===== src/rtl/xbc_pkg.sv =====
// Package: shared encodings for the bypass disposition control block.
// Assumes a single 32-bit control word; the field positions are parameters of the top.
package xbc_pkg;
    typedef enum logic [1:0] {
        DISP_TRANSLATE = 2'b00,
        DISP_BYPASS    = 2'b01,
        DISP_ABORT     = 2'b10
    } disp_e;
endpackage


===== src/rtl/xbc_addr_decode.sv =====
// Module: xbc_addr_decode
// Turns the bus strobes into "write hits the word" and "read hits the word" qualifiers.
// Assumes full-width offset compare; any other offset is a miss.
module xbc_addr_decode #(
    parameter int          ADDR_W = 8,
    parameter logic [ADDR_W-1:0] OFFSET = 8'h44
) (
    input  logic [ADDR_W-1:0] addr,
    input  logic              wr_en,
    input  logic              rd_en,
    output logic              wr_hit,
    output logic              rd_hit
);
    logic match;

    // Compare the access offset with the word's offset and qualify the strobes.
    always_comb begin
        match  = (addr == OFFSET);
        wr_hit = wr_en && match;
        rd_hit = rd_en && match;
    end
endmodule


===== src/rtl/xbc_word_store.sv =====
// Module: xbc_word_store
// Holds the control word and applies the commit-flag write rule.
// Assumes the commit completes in one cycle, so the flag position is never stored.
module xbc_word_store #(
    parameter int              DATA_W     = 32,
    parameter int              COMMIT_POS = 31,
    parameter logic [DATA_W-1:0] RESET_VAL = 32'h0000_1000
) (
    input  logic              clk,
    input  logic              rst_n,
    input  logic              wr_hit,
    input  logic [DATA_W-1:0] wr_data,
    output logic [DATA_W-1:0] word_q
);
    localparam logic [DATA_W-1:0] COMMIT_MASK = DATA_W'(1) << COMMIT_POS;

    logic commit;

    // A write counts only when it hits the word and carries the commit flag.
    always_comb begin
        commit = wr_hit && wr_data[COMMIT_POS];
    end

    // Store the committed data with the flag cleared; reset takes priority over any write.
    always_ff @(posedge clk) begin
        if (!rst_n) begin
            word_q <= RESET_VAL;
        end else if (commit) begin
            word_q <= wr_data & ~COMMIT_MASK;
        end
    end
endmodule


===== src/rtl/xbc_readback.sv =====
// Module: xbc_readback
// Registers read data one cycle after a read strobe: the word on a hit, zero on a miss.
// Assumes read data holds its value between strobes.
module xbc_readback #(
    parameter int DATA_W = 32
) (
    input  logic              clk,
    input  logic              rst_n,
    input  logic              rd_en,
    input  logic              rd_hit,
    input  logic [DATA_W-1:0] word_q,
    output logic [DATA_W-1:0] rd_data
);
    // Capture the read result on each strobe and hold it otherwise.
    always_ff @(posedge clk) begin
        if (!rst_n) begin
            rd_data <= '0;
        end else if (rd_en) begin
            rd_data <= rd_hit ? word_q : '0;
        end
    end
endmodule


===== src/rtl/xbc_disposition.sv =====
// Module: xbc_disposition
// Decides translate, pass-through or abort for each request, combinationally.
// Assumes the block bit comes from a register, so no loop is formed.
module xbc_disposition
    import xbc_pkg::*;
(
    input  logic  xlate_en,
    input  logic  block_bit,
    input  logic  req_valid,
    output logic  resp_valid,
    output disp_e resp_kind
);
    // Pick the outcome from the enable level first, then from the stored block bit.
    always_comb begin
        resp_valid = req_valid;
        if (xlate_en) begin
            resp_kind = DISP_TRANSLATE;
        end else if (block_bit) begin
            resp_kind = DISP_ABORT;
        end else begin
            resp_kind = DISP_BYPASS;
        end
    end
endmodule


===== src/rtl/xlate_bypass_ctrl.sv =====
// Module: xlate_bypass_ctrl (top)
// Control word that sets the fate of transactions while translation is globally off.
// Assumes a single-cycle register bus and a same-cycle request/disposition handshake.
module xlate_bypass_ctrl #(
    parameter int                ADDR_W     = 8,
    parameter int                DATA_W     = 32,
    parameter logic [ADDR_W-1:0] OFFSET     = 8'h44,
    parameter int                BLOCK_POS  = 20,
    parameter int                COMMIT_POS = 31,
    parameter logic [DATA_W-1:0] RESET_VAL  = 32'h0000_1000
) (
    input  logic              clk,
    input  logic              rst_n,
    input  logic [ADDR_W-1:0] reg_addr,
    input  logic              reg_wr_en,
    input  logic [DATA_W-1:0] reg_wr_data,
    input  logic              reg_rd_en,
    output logic [DATA_W-1:0] rd_data,
    input  logic              xlate_en,
    input  logic              req_valid,
    output logic              resp_valid,
    output logic [1:0]        resp_kind
);
    import xbc_pkg::*;

    logic              wr_hit;
    logic              rd_hit;
    logic [DATA_W-1:0] word_q;
    disp_e             kind;

    xbc_addr_decode #(.ADDR_W(ADDR_W), .OFFSET(OFFSET)) u_dec (
        .addr   (reg_addr),
        .wr_en  (reg_wr_en),
        .rd_en  (reg_rd_en),
        .wr_hit (wr_hit),
        .rd_hit (rd_hit)
    );

    xbc_word_store #(.DATA_W(DATA_W), .COMMIT_POS(COMMIT_POS), .RESET_VAL(RESET_VAL)) u_store (
        .clk     (clk),
        .rst_n   (rst_n),
        .wr_hit  (wr_hit),
        .wr_data (reg_wr_data),
        .word_q  (word_q)
    );

    xbc_readback #(.DATA_W(DATA_W)) u_rd (
        .clk     (clk),
        .rst_n   (rst_n),
        .rd_en   (reg_rd_en),
        .rd_hit  (rd_hit),
        .word_q  (word_q),
        .rd_data (rd_data)
    );

    xbc_disposition u_disp (
        .xlate_en   (xlate_en),
        .block_bit  (word_q[BLOCK_POS]),
        .req_valid  (req_valid),
        .resp_valid (resp_valid),
        .resp_kind  (kind)
    );

    // Present the enumerated outcome as a plain vector at the port.
    always_comb begin
        resp_kind = kind;
    end
endmodule


===== config.mk =====
export PLATFORM = sky130hd
export DESIGN_NAME = xlate_bypass_ctrl
export DESIGN_NICKNAME = d
export VERILOG_FILES = /design/src/rtl/xbc_pkg.sv /design/src/rtl/xbc_addr_decode.sv /design/src/rtl/xbc_word_store.sv /design/src/rtl/xbc_readback.sv /design/src/rtl/xbc_disposition.sv /design/src/rtl/xlate_bypass_ctrl.sv
export SDC_FILE = /design/constraint.sdc
export NUM_CORES = 1
export LEC_CHECK = 0
export ABC_AREA = 1
export CORE_MARGIN = 3
export CORE_UTILIZATION = 35
export CTS_CLUSTER_SIZE = 28
export DETAILED_ROUTE_END_ITERATION = 6
export DONT_BUFFER_PORTS = 1
export PLACE_DENSITY = 0.57
export SLEW_MARGIN = 15
export SYNTH_ARGS = -nofsm -noshare
export SYNTH_HDL_FRONTEND = slang
export SYNTH_SLANG_ARGS = --single-unit
export TNS_END_PERCENT = 5

===== constraint.sdc =====
create_clock -name clk -period 2.2 [get_ports clk]
set_input_delay 0.44 -clock clk [delete_from_list [all_inputs] [get_ports clk]]
set_output_delay 0.44 -clock clk [all_outputs]
set_load 0.02 [all_outputs]

## After elaboration in Yosys (flattened, before gate mapping)

Cells that the tools add are included.

| storage, ports and cells | value |
|---|---|
| register bits | 63 |
| input port bits | 46 |

| operators by class | value |
|---|---|
| equal/unequal tests | 1 |
| mux-type cells | 3 |
| reductions and logical operators | 3 |

Operator list:

| kind | number |
|---|---|
| $mux W31 | 1 |
| $eq A8 B7 Y1 const B | 1 |
| $mux W2 | 2 |
| $logic_and A1 B1 Y1 | 3 |

## Longest topological paths before layout

Gate-level depths: netlist of run 1.

| logic depth | value |
|---|---|
| depth in word-level cells | 3 |
| depth in mapped cells | 8 |
| gate-level depth less buffers | 7 |

## Hierarchy

A second synthesis of run 1 with hierarchy kept.

| second synthesis, totals | value |
|---|---|
| cell total of the unflattened synthesis | 360 |
| area, all modules | 2,617.5 um2 |

Modules (own cells, without submodules):

| module | times used | cells an instance | area each (um2) |
|---|---|---|---|
| xbc_word_store | 1 | 196 | 1,283.7 |
| xbc_readback | 1 | 143 | 1,248.7 |
| xbc_addr_decode | 1 | 17 | 63.8 |
| xbc_disposition | 1 | 4 | 21.3 |

## Worst setup path before layout of run 1

OpenSTA, ideal clock, no wires.

| timing | value |
|---|---|
| path kind | in2reg |
| start point | input reg_addr[0] |
| end point | register u_store.word_q[12] |
| setup time | 0.130 ns |
| arrival | 1.114 ns |
| slack | 0.956 ns |
| stages | 7 |
| buffers on the path | 1 |
| path through | inv_1 > nand2_1 > nor2_4 > nand3_1 > buf_2 > nand2_1 > nand3_1 |

| on the way | value |
|---|---|
| word-level cells in the longest chain between the ends | 3 |

RTL lines:

| element | line | source |
|---|---|---|
| from (decl) | xlate_bypass_ctrl.sv:14 | `input logic [ADDR_W-1:0] reg_addr,` |
| $eq A8 B7 Y1 | xbc_addr_decode.sv:18 | `match = (addr == OFFSET);` |
| $logic_and A1 B1 Y1 | xbc_addr_decode.sv:19 | `wr_hit = wr_en && match;` |
| $logic_and A1 B1 Y1 | xbc_word_store.sv:21 | `commit = wr_hit && wr_data[COMMIT_POS];` |
| to (signal assigned) | xbc_word_store.sv:29 | `word_q <= wr_data & ~COMMIT_MASK;` |
| to (decl) | xbc_word_store.sv:13 | `output logic [DATA_W-1:0] word_q` |

No other way between the ends.
A chain may end at the register's enable or synchronous reset.

## Worst setup path after layout of run 1

| timing | value |
|---|---|
| start point | register u_store.word_q[20] |
| end point | output resp_kind[1] |

| on the way | value |
|---|---|
| word-level cells in the longest chain between the ends | 2 |

RTL lines:

| element | line | source |
|---|---|---|
| $mux W2 | xbc_disposition.sv:18 | `end else if (block_bit) begin` |
| $mux W2 | xbc_disposition.sv:16 | `if (xlate_en) begin` |
| to (decl) | xlate_bypass_ctrl.sv:22 | `output logic [1:0] resp_kind` |

No other way between the ends.

==> results of run 1 <==
==> flip-flops by register name, indices dropped and copies added (netlist names) <==
name            flops
u_rd.rd_data       31
u_store.word_q     31
==> routing by layer <==
| layer | vias up | GRT usage [%] |
|---|---|---|
| met5 | - | 0 |
| met4 | 0 | 8.77 |
| met3 | 17 | 5.71 |
| met2 | 84 | 26.8 |
| met1 | 1081 | 19.6 |
| li1 | 1272 | - |
==> placed cells by master, fill, tap and decap left out, drive strengths merged, types with 2 or more instances in the layout <==
cell type	instances
a21oi	31
buf	7
clkbuf	10
clkinv	2
clkinvlp	3
dfxtp	62
inv	99
nand2	97
nand3	2
nand4	62
nor2	34
==> kinds of logic (layout without fill, tap and decap cells) <==
group                  count (synthesis)  after routing  synth area share (%)
AOI/OAI and AO/OA                     31             31                  5.50
DFF                                   62             62                  44.0
buffers and inverters                131            122                  18.4
and+or+nand+nor                      195            195                  32.0
other                                  1              1                 0.133
==> layout make-up <==
| class | count | area share (%) |
|---|---|---|
| Clock inverter | 6 | 2.04 |
| Clock buffer | 10 | 4.15 |
| Inverter | 99 | 12.1 |
| Timing Repair Buffer | 7 | 2.53 |
| Multi-Input combinational cell | 227 | 34.6 |
| Tap cell | 102 | 4.15 |
| Sequential cell | 62 | 40.4 |
==> cell usage after synthesis <==
cell type / count / area [um2]
sky130_fd_sc_hd__a21oi_1: 31 / 155
sky130_fd_sc_hd__buf_1: 6 / 22.5
sky130_fd_sc_hd__buf_2: 15 / 75.1
sky130_fd_sc_hd__buf_4: 2 / 15.0
sky130_fd_sc_hd__clkbuf_1: 9 / 33.8
sky130_fd_sc_hd__conb_1: 1 / 3.75
sky130_fd_sc_hd__dfxtp_1: 62 / 1240
sky130_fd_sc_hd__inv_1: 96 / 360
sky130_fd_sc_hd__inv_2: 3 / 11.3
sky130_fd_sc_hd__nand2_1: 97 / 364
sky130_fd_sc_hd__nand3_1: 2 / 10.0
sky130_fd_sc_hd__nand4_1: 62 / 388
sky130_fd_sc_hd__nor2_1: 32 / 120
sky130_fd_sc_hd__nor2_4: 2 / 22.5
==> worst max-delay path by stage <==
stage,depth (start not counted),endpoint,startpoint
after CTS,2,resp_kind[1],u_store.word_q[20]
after global placement,7,u_store.word_q[0],reg_addr[4]
after global routing,2,resp_kind[1],u_store.word_q[20]
final,2,resp_kind[1],u_store.word_q[20]
after detailed placement,7,u_store.word_q[0],reg_addr[4]
after floorplan,7,u_store.word_q[12],reg_addr[0]
==> worst max-delay path, cell delays in order (launching register included) <==
cell and delay, ps:
sky130_fd_sc_hd__dfxtp_1 350, sky130_fd_sc_hd__inv_1 70, sky130_fd_sc_hd__nor2_1 300
==> stage by stage <==
step	total power (uW)	utilization (%)	cells	hold slack, ps
after floorplan	1240	-	420	429
after global placement	1250	37.1	497	446
after detailed placement	1250	37.1	497	448
after CTS	2230	39.5	513	171
after global routing	2300	39.5	513	184
final	2210	39.5	513	194
==> power by group through the flow <==
stage | Sequential (uW) | Combinational (uW) | Clock [uW]
floorplan | 1150 | 90.2 | 0
global placement | 1150 | 99.1 | 0
detailed placement | 1150 | 100 | 0
CTS | 1120 | 100 | 1010
global route | 1120 | 115 | 1070
finish | 1120 | 98.9 | 986
==> results.md, run 1 <==
Outcome:
- The flow ran to the end, and the final reports show no timing, DRC or antenna violations.

Power and ir drop:
- Sequential cells burn 50.9% of the power.
- The largest vdd supply drop is 0.261 mV.
- Summed over all cells, the static leakage comes to 0.00134 uW.
- The switching power share of the total is 24.5%.
- In this run the power spent charging and discharging nets is 540 uW.
- The clock share of power is 44.7%.
- The internal portion of total power is 1670 uW.
- The power per cell area is 719 nW/um2.
- The part of the total power dissipated in combinational logic is 4.5%.

Yosys:
- Yosys printed 0 warnings.
- The sequential cell area fraction in the yosys report is 44.0%.
- The post-synthesis sequential element count is 62.
- Yosys mapped the design onto 14 distinct sky130hd cell types.
- The mapped netlist covers 2820 um2.
- The net count of the mapped netlist is 466.
- The synthesized instance count is 420.
- The average cell area after synthesis is 6.72 um2.

Clock tree:
- The root buffer cell chosen for the clock tree is sky130_fd_sc_hd__clkbuf_8.
- The clock buffer count from CTS is 9.
- The worst-case clock buffer depth is 2.
- The clock-pin slew of the registers on the worst-case setup and hold paths is 70 ps.
- The clock latency reported for the late side of the worst-skew pair is 350 ps.
- The depth of the CTS H-tree is 3.
- The post-CTS repair timing setup buffer count is 0.
- The sink count of the clock tree is 62.
- TritonCTS built the clock tree.
- In this run, post-CTS repair resized a total of 0 instances.
- The number of hold buffers added after cts is 0.

STA:
- The count of endpoints failing hold in the final timing report came to 0.
- The final setup violation count is 0.
- After routing, the total negative slack on setup checks comes to 0 ps.
- Setup repair after global routing left no endpoint under its margin.
- The transition time at the pin with the least slew margin is 588 ps.
- Once routing completed, OpenROAD measured the worst setup slack at 698 ps.
- For the final database, setup skew stands at 7.02 ps.
- The worst path uses 68.3% of the clock period.
- The max-slew violation total from the final report is 0.
- The relative slew slack is 60.8%.
- Timing would allow up to 666 MHz.
- The minimum clock period after layout is 1500 ps.

Floorplan:
- For this configuration, the core starts out at a cell density of 36.3%.
- The floorplan core area is 7770 um2.
- The die covers 9180 um2.
- Measured along the y axis, the die boundary spans 95.8 um.
- The width of the die is 95.8 um.
- The top-level I/O count is 81.
- The floorplan has 32 rows.

Detailed routing:
- After detailed routing, the wire length on met1 is 3.24 mm.
- The DRC violation total after the first TritonRoute iteration is 128.
- After detailed routing, the average wire length per cell comes to 13.6 um.
- The routed design has 6.96 mm of wire.
- Summing over every cut layer, the via total after detailed routing is 2454.
- After detailed routing, the met2 layer carries 3.00 mm of wire.
- The first TritonRoute pass finished after 4 iterations.
- Dividing the detail-routed via count by the number of cells gives 4.78.
- The met3 routed wirelength is 521 um.
- In the routed design, unresolved DRC markers number 0.
- The detail route stage leaves a number of antenna-violating nets equal to 0.
- In this run the top signal layer used is met4.

Global routing:
- Entering global routing, the biggest net connects 63 pins.
- The total routing resource utilization after global routing is 16.7%.
- The number of global-route vias before repair is 2500.
- The global-route wire length before repair is 11.7 mm.
- The total overflow left after global routing is 0.
- The initial antenna violation count was 0.

Critical path:
- In this run the register-to-register setup slack is 1400 ps.
- The endpoint of the most critical register-to-register path is u_rd.rd_data[1].
- The required arrival time at the worst endpoint is 1760 ps.
- The classification of the worst setup path is reg -> out.
- In this run the critical register-to-register path is launched from u_rd.rd_data[1].
- STA classifies the critical path endpoint as an output port.
- Counting cells, the worst reg-to-reg path comes to 2.
- STA classifies the critical path startpoint as a register.
- The arrival time reported for the critical path endpoint is 1060 ps.
- Of all nets on the critical path, the largest fanout is 3.

Finish:
- After routing the design area is 3070 um2.
- 0 antenna diodes ended up in the layout.
- The layout overhead on the synthesized area is 8.82%.
- Cells with a size suffix above 1 make up 6.57% of the layout.
- The final layout contains 452 nets.
- The multi-input combinational cells in the finished layout cover a total of 1060 um2.
- In the final layout, flip-flops and latches occupy 1240 um2.
- The number of inserted filler cells in the final layout is 842.

Hold path:
- The path with the worst hold slack has its endpoint at u_store.word_q[12].
- The path class of the lowest-slack min-delay path is in -> reg.
- The number of stages on the worst hold path is 1.
- The worst hold path begins at rst_n.

Flow run:
- The tool flagged a number of max-cap violations equal to 0.

Placed design:
- The sum of net half-perimeters after detailed placement is 4.41 mm.
- The number of input and output port buffers inserted is 0.
- The worst slack after detailed placement is 765 ps.
- The post-place instance area is 2880 um2.
- The final RePlAce weighted congestion is 0.714.
Note: power is estimated with default switching activity, not from simulation.
==> run 2: changes to the inputs <==
--- a/config.mk
+++ b/config.mk
@@ -5,7 +5,7 @@
 export SDC_FILE = /design/constraint.sdc
 export NUM_CORES = 1
 export LEC_CHECK = 0
-export ABC_AREA = 1
+export ABC_AREA = 0
 export CORE_MARGIN = 3
 export CORE_UTILIZATION = 35
 export CTS_CLUSTER_SIZE = 28
==> constraint.sdc (replaced) <==
create_clock -name clk -period 1.5 [get_ports clk]
set_input_delay 0.3 -clock clk [delete_from_list [all_inputs] [get_ports clk]]
set_output_delay 0.3 -clock clk [all_outputs]
set_load 0.02 [all_outputs]
==> run 2 against run 1 <==
Net effect: register-to-register slack got worse by 650 ps; count of clock-buffer cells in the layout rose by 3; first-iteration DRC count fell by 36%; global-route usage fell by 1.7 points; sequential share of layout area rose by 2.7 points; final area fell by 6.3%; largest power group unchanged.
==> results.md, run 2 <==
Critical path:
- The cell type group with the largest total delay on the critical path is flip-flops.
- The critical path starts at u_store.word_q[20].
- Traced cell by cell, the critical path runs through nor2b_1.
- STA classifies the critical path endpoint as an output port.
- At the worst endpoint, the required time is 1200 ps.
- The endpoint identified for the worst register-to-register timing path is u_rd.rd_data[30].
- The reg2reg setup slack is 750 ps.
- The last element of the critical path is resp_kind[1].
- The critical path depth in cells is 1.
- The beginning of the worst register-to-register path is u_rd.rd_data[30].
- The buffering stage count on the worst path with inverters included is 0.
- The maximum cell stage delay along the critical path is 370 ps.
- The setup path with the least slack is of type reg -> out.
- The master of the slowest instance on the critical path is sky130_fd_sc_hd__dfxtp_1.
- The maximum fanout along the worst path is 4.
- The arrival time reported for the critical path endpoint is 1070 ps.
- The nature of the critical path startpoint is a register.
- The cell depth of the worst flop-to-flop path is 2.

Detailed routing:
- After detailed routing, the number of vias per cell comes to 5.03.
- The first routing iteration left 82 violations.
- Wires add up to 6.07 mm.
- In the final routed layout, each cell accounts on average for 16.3 um.
- The post-route DRC violation count is 0.
- The routed layout has 1878 vias.
- The number of iterations in the first detailed-routing pass is 4.
- In this run the remaining antenna-violating nets after routing total 0.

Floorplan:
- The starting density of the core is 36.2%.
- The die covers 8610 um2.
- The floorplan core area is 7290 um2.
- The width of the die is 92.8 um.
- The vertical extent of the die is 92.8 um.
- The initialized floorplan defines 31 standard-cell rows.
- The top-level I/O count is 81.

Clock tree:
- The number of gates resized after CTS was 0.
- The depth of the CTS H-tree is 3.
- The post-CTS repair timing setup buffer count is 0.
- The worst-case clock buffer depth is 2.
- At the later pin of the worst-skew pair, clock insertion delay measures 330 ps.
- The clock buffer count from CTS is 9.
- For this design, the CTS-stage hold fixing added 0 buffers.
- The tree is rooted in a sky130_fd_sc_hd__clkbuf_8.
- CTS saw 62 sinks.
- After clock tree synthesis, the clock-pin slew on the worst setup and hold paths is 70 ps.
- The clock tree from TritonCTS is done.

STA:
- Summed over all failing endpoints, the final setup total negative slack is 0 ps.
- The minimum clock period after layout is 1370 ps.
- After layout, the worst path uses 91.2% of the clock period.
- For this run, the top clock speed supported by timing is 731 MHz.
- Setup repair after global routing left no endpoint under its margin.
- The worst clock skew on the final layout is 4.87 ps.
- The final setup violation count is 0.
- The count of endpoints failing hold in the final timing report was 0.
- The max-slew violation total from the final report was 0.

Finish:
- The largest registers in the layout are u_rd.rd_data: 31 flops, u_store.word_q: 31 flops.
- The number of inserted filler cells in the final layout is 779.
- The number of antenna repair diodes is 0.
- Summing all multi-input logic gate instances after layout gives 1240 um2.
- The sequential cells in the finished layout cover a total of 1240 um2.
- Leaving out fill and tap cells, the most frequent cell in the layout is sky130_fd_sc_hd__dfxtp_1.
- In the final layout, the share of cells above drive strength 1 is 8.39%.
- The area growth from synthesis to layout is 9.21%.
- Leaving out fill and tap cells, the most frequent cells in the layout are 62 x sky130_fd_sc_hd__dfxtp_1, 60 x sky130_fd_sc_hd__nand2_1, 31 x sky130_fd_sc_hd__mux2i_1, 31 x sky130_fd_sc_hd__nand2b_1, 31 x sky130_fd_sc_hd__nand4_1.
- The final net count is 315.

Power and ir drop:
- The clock share of power is 47.8%.
- VDD sags by at most 0.590 mV.
- Total power for the finished layout comes to 3300 uW.
- The switching power share of the total is 20.2%.
- The part of the total power dissipated in combinational logic is 2.2%.
- The reported leakage power is 0.000929 uW.
- The internal portion of total power is 2630 uW.
- Per report_power, the sequential group accounts for 49.9% of the total.
- Power spread over the standard cell area amounts to 1150 nW/um2.
- The switching power summed over all nets is 665 uW.

Yosys:
- In this run the mean area of a mapped cell was 9.32 um2.
- Synthesis handed over a netlist of 283 instances.
- Counting every net in the synthesized netlist gives 329.
- The count of unique library cells instantiated by Yosys is 16.
- The most repeated cell in the gate-level netlist after synthesis is sky130_fd_sc_hd__dfxtp_1.
- The post-synthesis sequential element count is 62.
- The share of synthesized flip-flops with an asynchronous set or reset is 0%.
- The number of flops mapped to enable cells by yosys is 0.
- By count the netlist is led by 62 x sky130_fd_sc_hd__dfxtp_1, 60 x sky130_fd_sc_hd__nand2_1, 31 x sky130_fd_sc_hd__mux2i_1, 31 x sky130_fd_sc_hd__nand2b_1, 31 x sky130_fd_sc_hd__nand4_1.
- The synthesized netlist occupies a cell area of 2640 um2.
- The Yosys step of the flow raised 0 warnings.
- In the post-synthesis netlist, the biggest area contributors are sky130_fd_sc_hd__dfxtp_1 47%, sky130_fd_sc_hd__mux2i_1 12%, sky130_fd_sc_hd__a21boi_1 8.5%.
- Sequential elements use 47.1% of the synthesized area.
- The synthesized design spends more area on one cell type than any other, namely sky130_fd_sc_hd__dfxtp_1.
- The proportion of netlist area held by the largest area contributor is 47.1%.
- In the synthesized netlist the dominant register cell turns out to be sky130_fd_sc_hd__dfxtp_1.

Placed design:
- After legalization and detailed placement, the total HPWL measured 3.82 mm.
- The final RePlAce weighted congestion is 0.657.
- The number of input and output port buffers inserted is 0.

Outcome:
- The flow ran to the end, and the final reports show no timing, DRC or antenna violations.

Hold path:
- In this run the worst hold path is classified as in -> reg.
- In this run the most critical hold path is launched from reg_wr_data[18].

Global routing:
- The number of global-route vias before repair is 1822.
- Global routing used 15.0% of the available tracks across all layers.
- The largest net degree at the start of global routing is 94.
- The initial antenna violation count is 1.
- The global-route wire length before repair is 9.74 mm.
- The total grt overflow is 0.

Flow run:
- The number of max-capacitance violations reported is 0.
## run 2: cell count changes after synthesis, sizes merged, moves of 31 or more
cell and delta:
nor2 -33, a21boi +31, mux2i +31, inv -99, nand2 -37, nand2b +31
a21oi -31, nand4 -31
## run 2: logic make-up after synthesis
group                  Yosys count  synth area share (%)
muxes                           31                  11.8
AOI/OAI and AO/OA               31                  8.83
other                            1                 0.142
and+or+nand+nor                129                  25.6
buffers and inverters           29                  6.60
DFF                             62                  47.1
## run 2: power groups by stage
stage               sequential, uW  clock (uW)  combinational (uW)
floorplan                     1680           0                 115
global placement              1680           0                74.7
detailed placement            1680           0                75.0
CTS                           1650        1630                74.9
global route                  1650        1710                80.4
finish                        1650        1580                74.0
## run 2: how the worst min path moves through the flow
stage                                    end  cells past startpoint  slack, ps
after global placement    u_store.word_q[10]                      2        440
after CTS                  u_store.word_q[6]                      2         80
final                     u_store.word_q[18]                      2        100
after detailed placement  u_store.word_q[28]                      2        450
after global routing       u_store.word_q[2]                      2         80
after floorplan           u_store.word_q[23]                      2        440
## run 2: routing by layer
layer	track usage (%)	wire length [um]	vias to the layer above
met3	7.64	486	8
met1	18.9	2810	874
li1	-	-	935
met5	0	13	-
met2	21.3	2690	59
met4	6.35	72	2
## run 2: metrics by stage
| step | setup slack (ps) | util, % | cell area [um2] | hold slack (ps) | std cells |
|---|---|---|---|---|---|
| 2_1_floorplan | 90.0 | - | 2640 | 435 | 283 |
| 3_3_place_gp | 151 | 36.5 | 2660 | 442 | 357 |
| 3_5_place_dp | 69.1 | 36.5 | 2660 | 450 | 357 |
| 4_1_cts | 106 | 39.5 | 2880 | 77.2 | 373 |
| 5_1_grt | 58.2 | 39.5 | 2880 | 75.8 | 373 |
| 6_report | 133 | 39.5 | 2880 | 101 | 373 |
## run 2: cell type report
cell class	count	share of cell area, %
tap	99	4.30
clock inverter	3	1.39
timing repair buffer	4	1.91
sequential	62	43.1
clock buffer	13	6.21
multi-input combinational	192	43.1
